## src/rtl/decim_timing_pkg.sv

```systemverilog
package decim_timing_pkg;

    localparam int NUM_STAGES = 4;
    localparam int MOD_DIV    = 2;
    localparam int S1_RATIO   = 4;
    localparam int S3_RATIO   = 2;
    localparam int S2_MIN     = 8;
    localparam int S2_MAX     = 32;
    localparam int CNT_W      = $clog2(S2_MAX + 1);

    typedef enum logic [1:0] {
        RATE_64  = 2'd0,
        RATE_128 = 2'd1,
        RATE_256 = 2'd2
    } rate_e;

    typedef struct packed {
        logic mod_ce;
        logic s1_ce;
        logic s2_ce;
        logic s3_ce;
    } strobe_t;

    function automatic rate_e decode_rate(input logic [1:0] sel);
        case (sel)
            2'b00:   return RATE_64;
            2'b01:   return RATE_128;
            default: return RATE_256;
        endcase
    endfunction

    function automatic logic [CNT_W-1:0] mid_ratio(input rate_e r);
        case (r)
            RATE_64:  return CNT_W'(S2_MIN);
            RATE_128: return CNT_W'(S2_MIN * 2);
            default:  return CNT_W'(S2_MIN * 4);
        endcase
    endfunction

    function automatic logic [CNT_W-1:0] stage_ratio(input int idx, input rate_e r);
        case (idx)
            0:       return CNT_W'(MOD_DIV);
            1:       return CNT_W'(S1_RATIO);
            2:       return mid_ratio(r);
            default: return CNT_W'(S3_RATIO);
        endcase
    endfunction

endpackage

```

## src/rtl/decim_stage_ctr.sv

```systemverilog
module decim_stage_ctr
    import decim_timing_pkg::*;
#(
    parameter int W = CNT_W
) (
    input  logic         clk,
    input  logic         rst,
    input  logic         clear_i,
    input  logic         ce_in_i,
    input  logic [W-1:0] ratio_i,
    output logic         ce_out_o
);

    logic [W-1:0] phase_q;
    logic         at_last;

    assign at_last  = (phase_q == ratio_i - W'(1));
    assign ce_out_o = ce_in_i & at_last;

    always_ff @(posedge clk) begin
        if (rst || clear_i) begin
            phase_q <= '0;
        end else if (ce_in_i) begin
            phase_q <= at_last ? '0 : phase_q + W'(1);
        end
    end

    AST_PHASE_RANGE: assert property (@(posedge clk) disable iff (rst)
        phase_q < ratio_i);

    AST_STAGE_PULSE: assert property (@(posedge clk) disable iff (rst)
        ce_out_o |=> !ce_out_o);

endmodule

```

## src/rtl/decim_strobe_chain.sv

```systemverilog
module decim_strobe_chain
    import decim_timing_pkg::*;
(
    input  logic    clk,
    input  logic    rst,
    input  logic    clear_i,
    input  rate_e   rate_i,
    output strobe_t strobes_o
);

    logic [NUM_STAGES:0] ce_link;

    assign ce_link[0] = 1'b1;

    for (genvar g = 0; g < NUM_STAGES; g++) begin : g_stage
        logic [CNT_W-1:0] ratio;
        assign ratio = stage_ratio(g, rate_i);

        decim_stage_ctr #(.W(CNT_W)) u_ctr (
            .clk      (clk),
            .rst      (rst),
            .clear_i  (clear_i),
            .ce_in_i  (ce_link[g]),
            .ratio_i  (ratio),
            .ce_out_o (ce_link[g+1])
        );
    end

    assign strobes_o.mod_ce = ce_link[1];
    assign strobes_o.s1_ce  = ce_link[2];
    assign strobes_o.s2_ce  = ce_link[3];
    assign strobes_o.s3_ce  = ce_link[4];

    AST_S1_INSIDE_MOD: assert property (@(posedge clk) disable iff (rst)
        strobes_o.s1_ce |-> strobes_o.mod_ce);

    AST_S3_INSIDE_S2: assert property (@(posedge clk) disable iff (rst)
        strobes_o.s3_ce |-> strobes_o.s2_ce);

endmodule

```

## src/rtl/decim_settle_timer.sv

```systemverilog
module decim_settle_timer #(
    parameter int W = 16
) (
    input  logic         clk,
    input  logic         rst,
    input  logic         clear_i,
    input  logic [W-1:0] limit_i,
    output logic         settled_o
);

    logic [W-1:0] elapsed_q;
    logic         done_q;

    always_ff @(posedge clk) begin
        if (rst || clear_i) begin
            elapsed_q <= '0;
            done_q    <= 1'b0;
        end else if (!done_q) begin
            elapsed_q <= elapsed_q + W'(1);
            if (elapsed_q == limit_i - W'(1)) begin
                done_q <= 1'b1;
            end
        end
    end

    assign settled_o = done_q;

    AST_SETTLE_CLEAR: assert property (@(posedge clk) disable iff (rst)
        clear_i |=> !settled_o);

    AST_SETTLE_STICKY: assert property (@(posedge clk) disable iff (rst)
        (settled_o && !clear_i) |=> settled_o);

endmodule

```

## src/rtl/decim_timing_ctrl.sv

```systemverilog
module decim_timing_ctrl
    import decim_timing_pkg::*;
#(
    parameter int SETTLE_64  = 7122,
    parameter int SETTLE_128 = 14217,
    parameter int SETTLE_256 = 27895
) (
    input  logic       clk,
    input  logic       rst,
    input  logic       sync_i,
    input  logic [1:0] rate_sel_i,
    output logic       mod_ce_o,
    output logic       s1_ce_o,
    output logic       s2_ce_o,
    output logic       odr_o,
    output logic       settled_o
);

    localparam int SETTLE_MAX_A = (SETTLE_64 > SETTLE_128) ? SETTLE_64 : SETTLE_128;
    localparam int SETTLE_MAX   = (SETTLE_MAX_A > SETTLE_256) ? SETTLE_MAX_A : SETTLE_256;
    localparam int SETTLE_W     = $clog2(SETTLE_MAX + 1);

    rate_e               rate_q;
    rate_e               rate_new;
    logic                restart;
    strobe_t             strobes;
    logic [SETTLE_W-1:0] settle_limit;
    logic                settled;

    assign rate_new = decode_rate(rate_sel_i);
    assign restart  = sync_i | (rate_new != rate_q);

    always_ff @(posedge clk) begin
        if (rst || restart) begin
            rate_q <= rate_new;
        end
    end

    always_comb begin
        case (rate_q)
            RATE_64:  settle_limit = SETTLE_W'(SETTLE_64);
            RATE_128: settle_limit = SETTLE_W'(SETTLE_128);
            default:  settle_limit = SETTLE_W'(SETTLE_256);
        endcase
    end

    decim_strobe_chain u_chain (
        .clk       (clk),
        .rst       (rst),
        .clear_i   (restart),
        .rate_i    (rate_q),
        .strobes_o (strobes)
    );

    decim_settle_timer #(.W(SETTLE_W)) u_settle (
        .clk       (clk),
        .rst       (rst),
        .clear_i   (restart),
        .limit_i   (settle_limit),
        .settled_o (settled)
    );

    assign mod_ce_o  = strobes.mod_ce;
    assign s1_ce_o   = strobes.s1_ce;
    assign s2_ce_o   = strobes.s2_ce;
    assign odr_o     = strobes.s3_ce & settled;
    assign settled_o = settled;

    AST_ODR_GATED: assert property (@(posedge clk) disable iff (rst)
        odr_o |-> settled_o);

    AST_RESTART_ALIGN: assert property (@(posedge clk) disable iff (rst)
        restart |=> (!mod_ce_o && !settled_o));

    AST_MOD_ALTERNATE: assert property (@(posedge clk) disable iff (rst)
        mod_ce_o |=> !mod_ce_o);

    AST_MOD_RESUME: assert property (@(posedge clk) disable iff (rst)
        (!mod_ce_o && !restart) |=> mod_ce_o);

endmodule

```

## config.mk

```make
export PLATFORM = sky130hd
export DESIGN_NAME = decim_timing_ctrl
export DESIGN_NICKNAME = d
export VERILOG_FILES = /design/src/rtl/decim_timing_pkg.sv /design/src/rtl/decim_stage_ctr.sv /design/src/rtl/decim_strobe_chain.sv /design/src/rtl/decim_settle_timer.sv /design/src/rtl/decim_timing_ctrl.sv
export SDC_FILE = /design/constraint.sdc
export NUM_CORES = 1
export LEC_CHECK = 0
export ABC_AREA = 1
export ABC_CLOCK_PERIOD_IN_PS = 1700
export BUFFER_PORTS_ARGS = -buffer_cell sky130_fd_sc_hd__buf_4
export CORE_MARGIN = 2
export CORE_UTILIZATION = 50
export CTS_CLUSTER_DIAMETER = 60
export DETAILED_ROUTE_END_ITERATION = 16
export PLACE_DENSITY = 0.63
export REMOVE_ABC_BUFFERS = 1
export SYNTH_ARGS = -nofsm -noshare
export SYNTH_HDL_FRONTEND = slang
export SYNTH_SLANG_ARGS = --single-unit
```

## constraint.sdc

```tcl
create_clock -name clk -period 1.7 [get_ports clk]
set_input_delay 0.085 -clock clk [delete_from_list [all_inputs] [get_ports clk]]
set_output_delay 0.085 -clock clk [all_outputs]
set_load 0.01 [all_outputs]
```

==> results of run 1 <==
[cells in the mapped netlist, drive strengths merged (2+ instances only)]
master,count
nand2,98
dfxtp,40
nand3,22
a21oi,26
inv,47
nand3b,2
nand4,3
edfxtp,2
buf,5
nor2,48
nor3,15
nor3b,2
ha,7
xor2,6
o21ai,9
xnor2,4
[worst paths after layout]
path,slack (ns),end,cells past startpoint
hold reg to reg,0.44,u_chain.g_stage[0].u_ctr.phase_q[0]$_SDFF_PP0_,1
setup / recovery,0.02,odr_o,6
hold / removal,0.11,rate_q[0]$_DFFE_PP_,3
setup reg to reg,0.14,u_settle.elapsed_q[2]$_SDFFE_PP0N_,7
[state kept, by name, summed over array words and instances (netlist names)]
name and flops:
u_chain.g_stage.u_ctr.phase_q 24, u_settle.elapsed_q 15, rate_q 2, u_settle.settled_o 1
[cell families after synthesis]
group	count (synthesis)
buffers and inverters	52
flip-flops	42
XOR/XNOR	10
AO/OA/AOI/OAI	36
AND/OR/NAND/NOR	193
adder cells (fa/ha/maj)	7
[layer usage]
metal | vias to the layer above | share of wire [%] | track usage (%)
met3 | 7 | 3.4 | 4.14
met5 | - | 0 | 0
met1 | 953 | 49 | 28.9
met4 | 0 | 1.2 | 6.17
met2 | 31 | 46 | 31.0
li1 | 1130 | - | -
[cell type report]
cell class	count	area [um^2]
clock buffers	7	76.3
clock inverters	1	30.0
fillers	443	1900
inverters	47	179
multi-input cells	246	1330
flip-flops and latches	42	868
well taps	54	67.6
repair buffers	27	213
[critical path, cell delays in order (launching register included)]
cell and delay [ns]:
edfxtp_1 0.51, xnor2_2 0.24, nand2_1 0.12, nor2_4 0.12, nand2_4 0.05, nor3_2 0.11, buf_4 0.14
[power breakdown]
| group | internal, mW | switching (mW) | leakage, nW | total (mW) |
|---|---|---|---|---|
| registers | 0.996 | 0.00839 | 0.346 | 1.00 |
| clock network | 0.440 | 0.343 | 0.0524 | 0.783 |
| logic | 0.0524 | 0.0698 | 0.671 | 0.122 |
| total | 1.49 | 0.421 | 1.07 | 1.91 |
[per-stage QoR]
stage	utilization, %	instance area (um^2)	cells	power (mW)	setup TNS [ns]
floorplan	-	2330	335	1.09	0
global placement	54.0	2520	405	1.13	0
detailed placement	54.0	2520	405	1.13	0
CTS	57.7	2690	420	1.92	0
global route	59.3	2770	424	1.99	-0.0816
finish	59.3	2770	424	1.91	0
[repair_timing]
item | CTS | global route
gates resized for setup | 6 | 11
setup endpoints to repair | 2 | 4
endpoints found under the hold margin | 1 | 0
hold buffers | 1 | 0
buffers inserted | 6 | 4
pin swaps | 4 | 4
==> impl_results.md, run 1 <==
- Status: finished, final reports clean
- Clock skew: 0.00316 ns
- Grt ovf: 0
- CTS root buffer: clkbuf_8
- Commonest non-fill, non-tap cell in the layout: nand2_1
- RSZ-0062 raised after global routing: yes
- Final setup fails: 0
- Commonest non-fill, non-tap cells in the layout: 89 x nand2_1, 43 x inv_1, 40 x nor2_1, 36 x dfxtp_1, 24 x buf_4
- Synth Flop Type: dfxtp_1
- Antenna violations before repair: 0
- Post-synth ARST share: 0%
- Peak supply drop: 0.564 mV
- Diode count: 0
- Final Wtd Congestion: 0.826
- Later-pin clock latency in the skew report: 0.29 ns
- Compound-Gate Fraction of Synth Area: 8.90%
- Setup ws final: 0.0237 ns
- Dominant cell type by area after synthesis: dfxtp_1
- Die span in x: 72.9 um
- DR iter-0 viols: 115
- Routed Antenna Nets: 0
- Slew Limit Fails: 0
- Final Hold Fails: 0
- DR vias: 2121
- Relative slew margins: 81.5%
- CP max FO: 4
- CP endpoint kind: output pin
- First-pass GRT wire length: 8500 um
- Crit Path Class: register to output pin
- Drt first pass iters: 4
- TritonCTS Buffers: 5
- Vias in the first global route: 1875
- Core Region: 4660 um^2
- Worst setup SP type: register
- HP Start: rate_sel_i[0]
- Final WL: 4970 um
- Post-route clock period utilization: 98.6%
- Post-synth top area share: 33.7%
- Worst-path clk slew: 0.08 ns
- Vias per cell: 5.00
- Die ar.: 5320 um^2
- Max Fclk: 597 MHz
- Arrival @ worst endpoint: 1.59 ns
- Initial core utilization: 51.0%
- CP Data Required Time: 1.62 ns
- Wire length per cell: 11.7 um
- Main combinational cell family by area after synthesis: simple AND/OR/NAND/NOR gates
- Distinct cells, synth: 35
- # rows: 25
- Sequential area share after synthesis: 36.2%
- Buffers on Ports: 9
- Sink Count: 42
- Xor/xnor cell area share of the yosys netlist: 3.69%
- Layout net count: 381
- Largest cells by area after synthesis: dfxtp_1 34%, nand2_1 15%, inv_1 6.8%
- Crit. Startpoint: rate_q[1]$_DFFE_PP_
- Share of synthesized area spent on multiplexers: 0%
- Num ports: 10
- Post-synthesis simple-gate area fraction: 38.1%
- Hpwl dp: 3570 um
- Crit Reg-Reg Startpoint: rate_q[1]$_DFFE_PP_
- Adder-Cell Fraction of Synth Area: 3.69%
- # Max-Cap Violations: 0
- Hold WS: 0.107 ns
- DR DRC count: 0
- Leak Pwr: 1.07 nW
- Syn avg cell area: 6.98 um^2
- Cell count after synthesis: 340
- Min-delay worst type: input pin to register
- Worst slew pin tran: 0.276 ns
- Post-layout min period: 1.68 ns
- CTS max path bufs: 2
- Overall routing resource usage: 20.3%
- Power per Cell Area: 691 nW/um^2
- Die height: 72.9 um
- Layout cells sized above 1: 20.5%
- Yosys reg bits: 42
- Post-synth EDFFs: 2
- Synth warnings: 0
- Synthesized cell area: 2370 um^2
- Largest net degree at the start of global routing: 14
- H-tree lvl count: 2
- TritonCTS clock tree: yes
- Placement Setup Slack: 0.147 ns
- Area growth syn-to-layout: 16.4%
Note: power is estimated with default switching activity, not from simulation.
==> inputs of run 2 (changes only) <==
ABC_AREA = 0   (was 1)
==> run 2 against run 1 <==
The run now ends with negative setup slack left; combinational power rose by 25%; highest routed layer unchanged; worst setup slack got worse by 0.27 ns; critical path depth did not move; worst hold slack improved by 0.024 ns; first-iteration DRC count fell by 36%; routed wire length fell by 10%; clock skew rose by 0.0029 ns; total power fell by 0.55%.
==> impl_results.md, run 2 <==
- Status: finished, violations left
- Failing checks: negative setup slack
- Worst slew pin tran: 0.327 ns (+0.0511 ns)
- Top-count cell post-synth: nor2_1
- Hpwl dp: 2890 um (-19%)
- # Max-Cap Violations: 0 (unchanged)
- CP endpoint kind: output pin
- Slew Limit Fails: 0 (unchanged)
- Layout net count: 303 (-20%)
- Vias per cell: 5.20 (+3.9%)
- Post-synth ARST share: 0% (unchanged)
- Distinct cells, synth: 42 (+20%)
- Routed Antenna Nets: 0 (unchanged)
- TritonCTS clock tree: yes
- Core Region: 3970 um^2 (-15%)
- Die ar.: 4610 um^2 (-13%)
- Compound-Gate Fraction of Synth Area: 6.50% (-2.4 points)
- Reg with most FFs: u_chain.g_stage.u_ctr.phase_q
- Overall routing resource usage: 21.3% (+0.96 points)
- Xor/xnor cell area share of the yosys netlist: 10.7% (+7.0 points)
- FF/Latch Area: 866 um^2 (-0.29%)
- Combined buffer and inverter count along the critical path: 2 (+1)
- Final WL: 4470 um (-10%)
- Grt ovf: 0 (unchanged)
- Largest net degree at the start of global routing: 13 (-1)
- Multi-input logic area: 1310 um^2 (-1.3%)
- Area growth syn-to-layout: 44.3%
- Fillers: 273 (-38%)
- CP Data Required Time: 1.62 ns (about the same)
- # rows: 23 (-8.0%)
- Drt first pass iters: 4 (unchanged)
- DR DRC count: 0 (unchanged)
- Number of flip-flops in the largest register: 24 (unchanged)
- Vias in the first global route: 1682 (-10%)
- Hold WS: 0.131 ns (+0.0239 ns)
- Post-synth top area share: 39.2% (+5.5 points)
- Reg2Reg Setup Slack: -0.21 ns (-0.35 ns)
- Arrival @ worst endpoint: 1.86 ns (+0.27 ns)
- Min-delay worst type: input pin to register
- Worst-path cell chain: nor4_4 -> nand4b_1 -> a211oi_4 -> buf_6 -> and3_4 -> buf_6
- Initial core utilization: 51.4% (+0.46 points)
- TritonCTS Buffers: 5 (unchanged)
- First-pass GRT wire length: 7330 um (-14%)
- Setup ws final: -0.245 ns (-0.269 ns)
- Power per Cell Area: 645 nW/um^2 (-6.7%)
- DR vias: 1777 (-16%)
- Largest cells by area after synthesis: dfxtp_1 39%, nor2_1 8.3%, xor2_1 6.4%
- Hold Path Sink: rate_q[0]$_DFFE_PP_
- Commonest non-fill, non-tap cell in the layout: buf_4
- CTS root buffer: clkbuf_8
- Final Hold Fails: 0 (unchanged)
- Buffers on Ports: 9 (unchanged)
- Layout cells sized above 1: 40.8% (+20 points)
- Peak supply drop: 0.389 mV (-31%)
- Num ports: 10 (unchanged)
- Worst setup SP type: register
- Commonest non-fill, non-tap cells in the layout: 43 x buf_4, 36 x dfxtp_1, 27 x nor2_1, 17 x nor2_2
- Adder-Cell Fraction of Synth Area: 4.29% (+0.60 points)
- DR iter-0 viols: 74 (-36%)
- Main combinational cell family by area after synthesis: simple AND/OR/NAND/NOR gates
- Post-layout min period: 1.94 ns (+0.269 ns)
- H-tree lvl count: 2 (unchanged)
- Clock skew: 0.00603 ns (+0.00286 ns)
- Leak Pwr: 1.11 nW (+4.1%)
- Sequential area share after synthesis: 42.2% (+5.9 points)
- Dominant cell type by area after synthesis: dfxtp_1
- Die span in x: 67.9 um (-6.9%)
- Synth warnings: 0 (unchanged)
- Fin util: 74.2% (+15 points)
- Max Fclk: 514 MHz (-14%)
- Relative slew margins: 78.0% (-3.5 points)
- R2r worst-path depth: 7 (unchanged)
- HP Start: rate_sel_i[1]
- Final setup fails: 40 (+40)
- Crit-path most repeated cell: buf_6
- Synthesized cell area: 2040 um^2 (-14%)
- Crit Path Class: register to output pin
- Wire length per cell: 13.1 um (+12%)
- Crit-path max cell delay: 0.34 ns (-0.17 ns)
- Cell count after synthesis: 229 (-33%)
- Worst-path clk slew: 0.07 ns (about the same)
- Diode count: 0 (unchanged)
- Syn avg cell area: 8.92 um^2 (+28%)
- Post-synth EDFFs: 2 (unchanged)
- Antenna violations before repair: 0 (unchanged)
- Sink Count: 42 (unchanged)
- Share of synthesized area spent on multiplexers: 3.06% (+3.1 points)
- CP max FO: 4 (unchanged)
- Post-synth top cells: 45 x nor2_1, 40 x dfxtp_1, 15 x xor2_1, 12 x nand3_1, 11 x nand2_1
- Slowest CP cell: dfxtp_2
- Final Wtd Congestion: 0.757 (-8.3%)
- Later-pin clock latency in the skew report: 0.29 ns (about the same)
- Crit Reg-Reg Startpoint: rate_q[0]$_DFFE_PP_
- Die height: 67.9 um (-6.9%)
- CTS max path bufs: 2 (unchanged)
- Post-synthesis simple-gate area fraction: 29.9% (-8.2 points)
- Yosys reg bits: 42 (unchanged)
- Biggest regs: u_chain.g_stage.u_ctr.phase_q x24, u_settle.elapsed_q x15, rate_q x2
- RR Endpoint: u_chain.g_stage[2].u_ctr.phase_q[3]$_SDFFE_PP0N_
- Worst Hold Depth: 2 (-1)
- Synth Flop Type: dfxtp_1
- Post-route clock period utilization: 114% (+16 points)
- RSZ-0062 raised after global routing: yes
- CP top delay family: simple AND/OR/NAND/NOR gates
[run 2: cell types whose count changed after synthesis, sizes merged, moves of 4 or more]
cell    change
mux2i       +4
nand3      -10
or3         +4
xnor2       +6
nand2      -86
a21oi      -19
and3        +4
nor4        +4
nor3       -10
xor2        +9
nor2b       +4
nand4b      +4
inv        -39
o21ai       -5
[run 2: per-layer routing]
| layer | GRT usage (%) | wire length (um) | share of wire, % | vias up |
|---|---|---|---|---|
| li1 | - | - | - | 916 |
| met1 | 26.4 | 2090 | 47 | 832 |
| met2 | 35.3 | 2170 | 49 | 22 |
| met3 | 5.92 | 148 | 3.3 | 7 |
| met4 | 7.50 | 58 | 1.3 | 0 |
| met5 | 0 | 0 | 0 | - |
[run 2: final cells by class]
| type | instances | share of cell area (%) |
|---|---|---|
| timing repair buffer | 62 | 19.2 |
| multi-input combinational | 172 | 44.6 |
| tap | 50 | 2.12 |
| sequential | 42 | 29.4 |
| inverter | 8 | 1.02 |
| clock buffer | 8 | 3.74 |
[run 2: logic make-up (layout without fill, tap and decap cells)]
group                    Yosys count  in the layout
AND/OR/NAND/NOR                  114            114
flip-flops                        42             42
XOR/XNOR                          25             25
AO/OA/AOI/OAI                     20             20
buffers and inverters             15             78
adder cells (fa/ha/maj)            7              7
multiplexers                       6              6
[run 2: per-stage QoR]
step                      setup TNS, ns  cell area (um^2)  setup WS [ns]  cells  power [mW]
after floorplan                   -5.96              2000         -0.361    222        1.06
after global placement           -0.413              2400        -0.0416    316        1.11
final                             -4.08              2950         -0.245    342        1.90
after detailed placement         -0.887              2400        -0.0791    316        1.11
after global routing              -6.95              2950         -0.350    342        1.98
after CTS                         -1.26              2740         -0.237    333        1.89
[run 2: worst max-delay path by stage]
| stage | start | to | cells after the start |
|---|---|---|---|
| 6_report | u_chain.g_stage[1].u_ctr.phase_q[2]$_SDFFE_PP0P_ | odr_o | 6 |
| 5_1_grt | u_chain.g_stage[1].u_ctr.phase_q[2]$_SDFFE_PP0P_ | odr_o | 6 |
| 4_1_cts | u_chain.g_stage[1].u_ctr.phase_q[3]$_SDFFE_PP0P_ | odr_o | 6 |
| 3_5_place_dp | u_chain.g_stage[0].u_ctr.phase_q[1]$_SDFF_PP0_ | u_chain.g_stage[3].u_ctr.phase_q[4]$_SDFFE_PP0P_ | 7 |
| 3_3_place_gp | rate_q[1]$_DFFE_PP_ | u_chain.g_stage[3].u_ctr.phase_q[4]$_SDFFE_PP0P_ | 6 |
| 2_1_floorplan | u_chain.g_stage[0].u_ctr.phase_q[0]$_SDFF_PP0_ | u_chain.g_stage[3].u_ctr.phase_q[4]$_SDFFE_PP0P_ | 6 |
[run 2: what timing repair did]
| action | in CTS | in global routing |
|---|---|---|
| pin swaps | 6 | 14 |
| hold buffers | 1 | 0 |
| setup endpoints to repair | 23 | 33 |
| buffers inserted | 7 | 10 |
| resized for setup | 34 | 40 |
| endpoints found under the hold margin | 1 | 0 |
| cloned | 2 | 0 |
[run 2: report_power, final]
part | switching, mW | internal (mW) | leakage, nW
clock network | 0.333 | 0.410 | 0.0575
registers | 0.00682 | 0.997 | 0.346
logic | 0.0627 | 0.0900 | 0.711
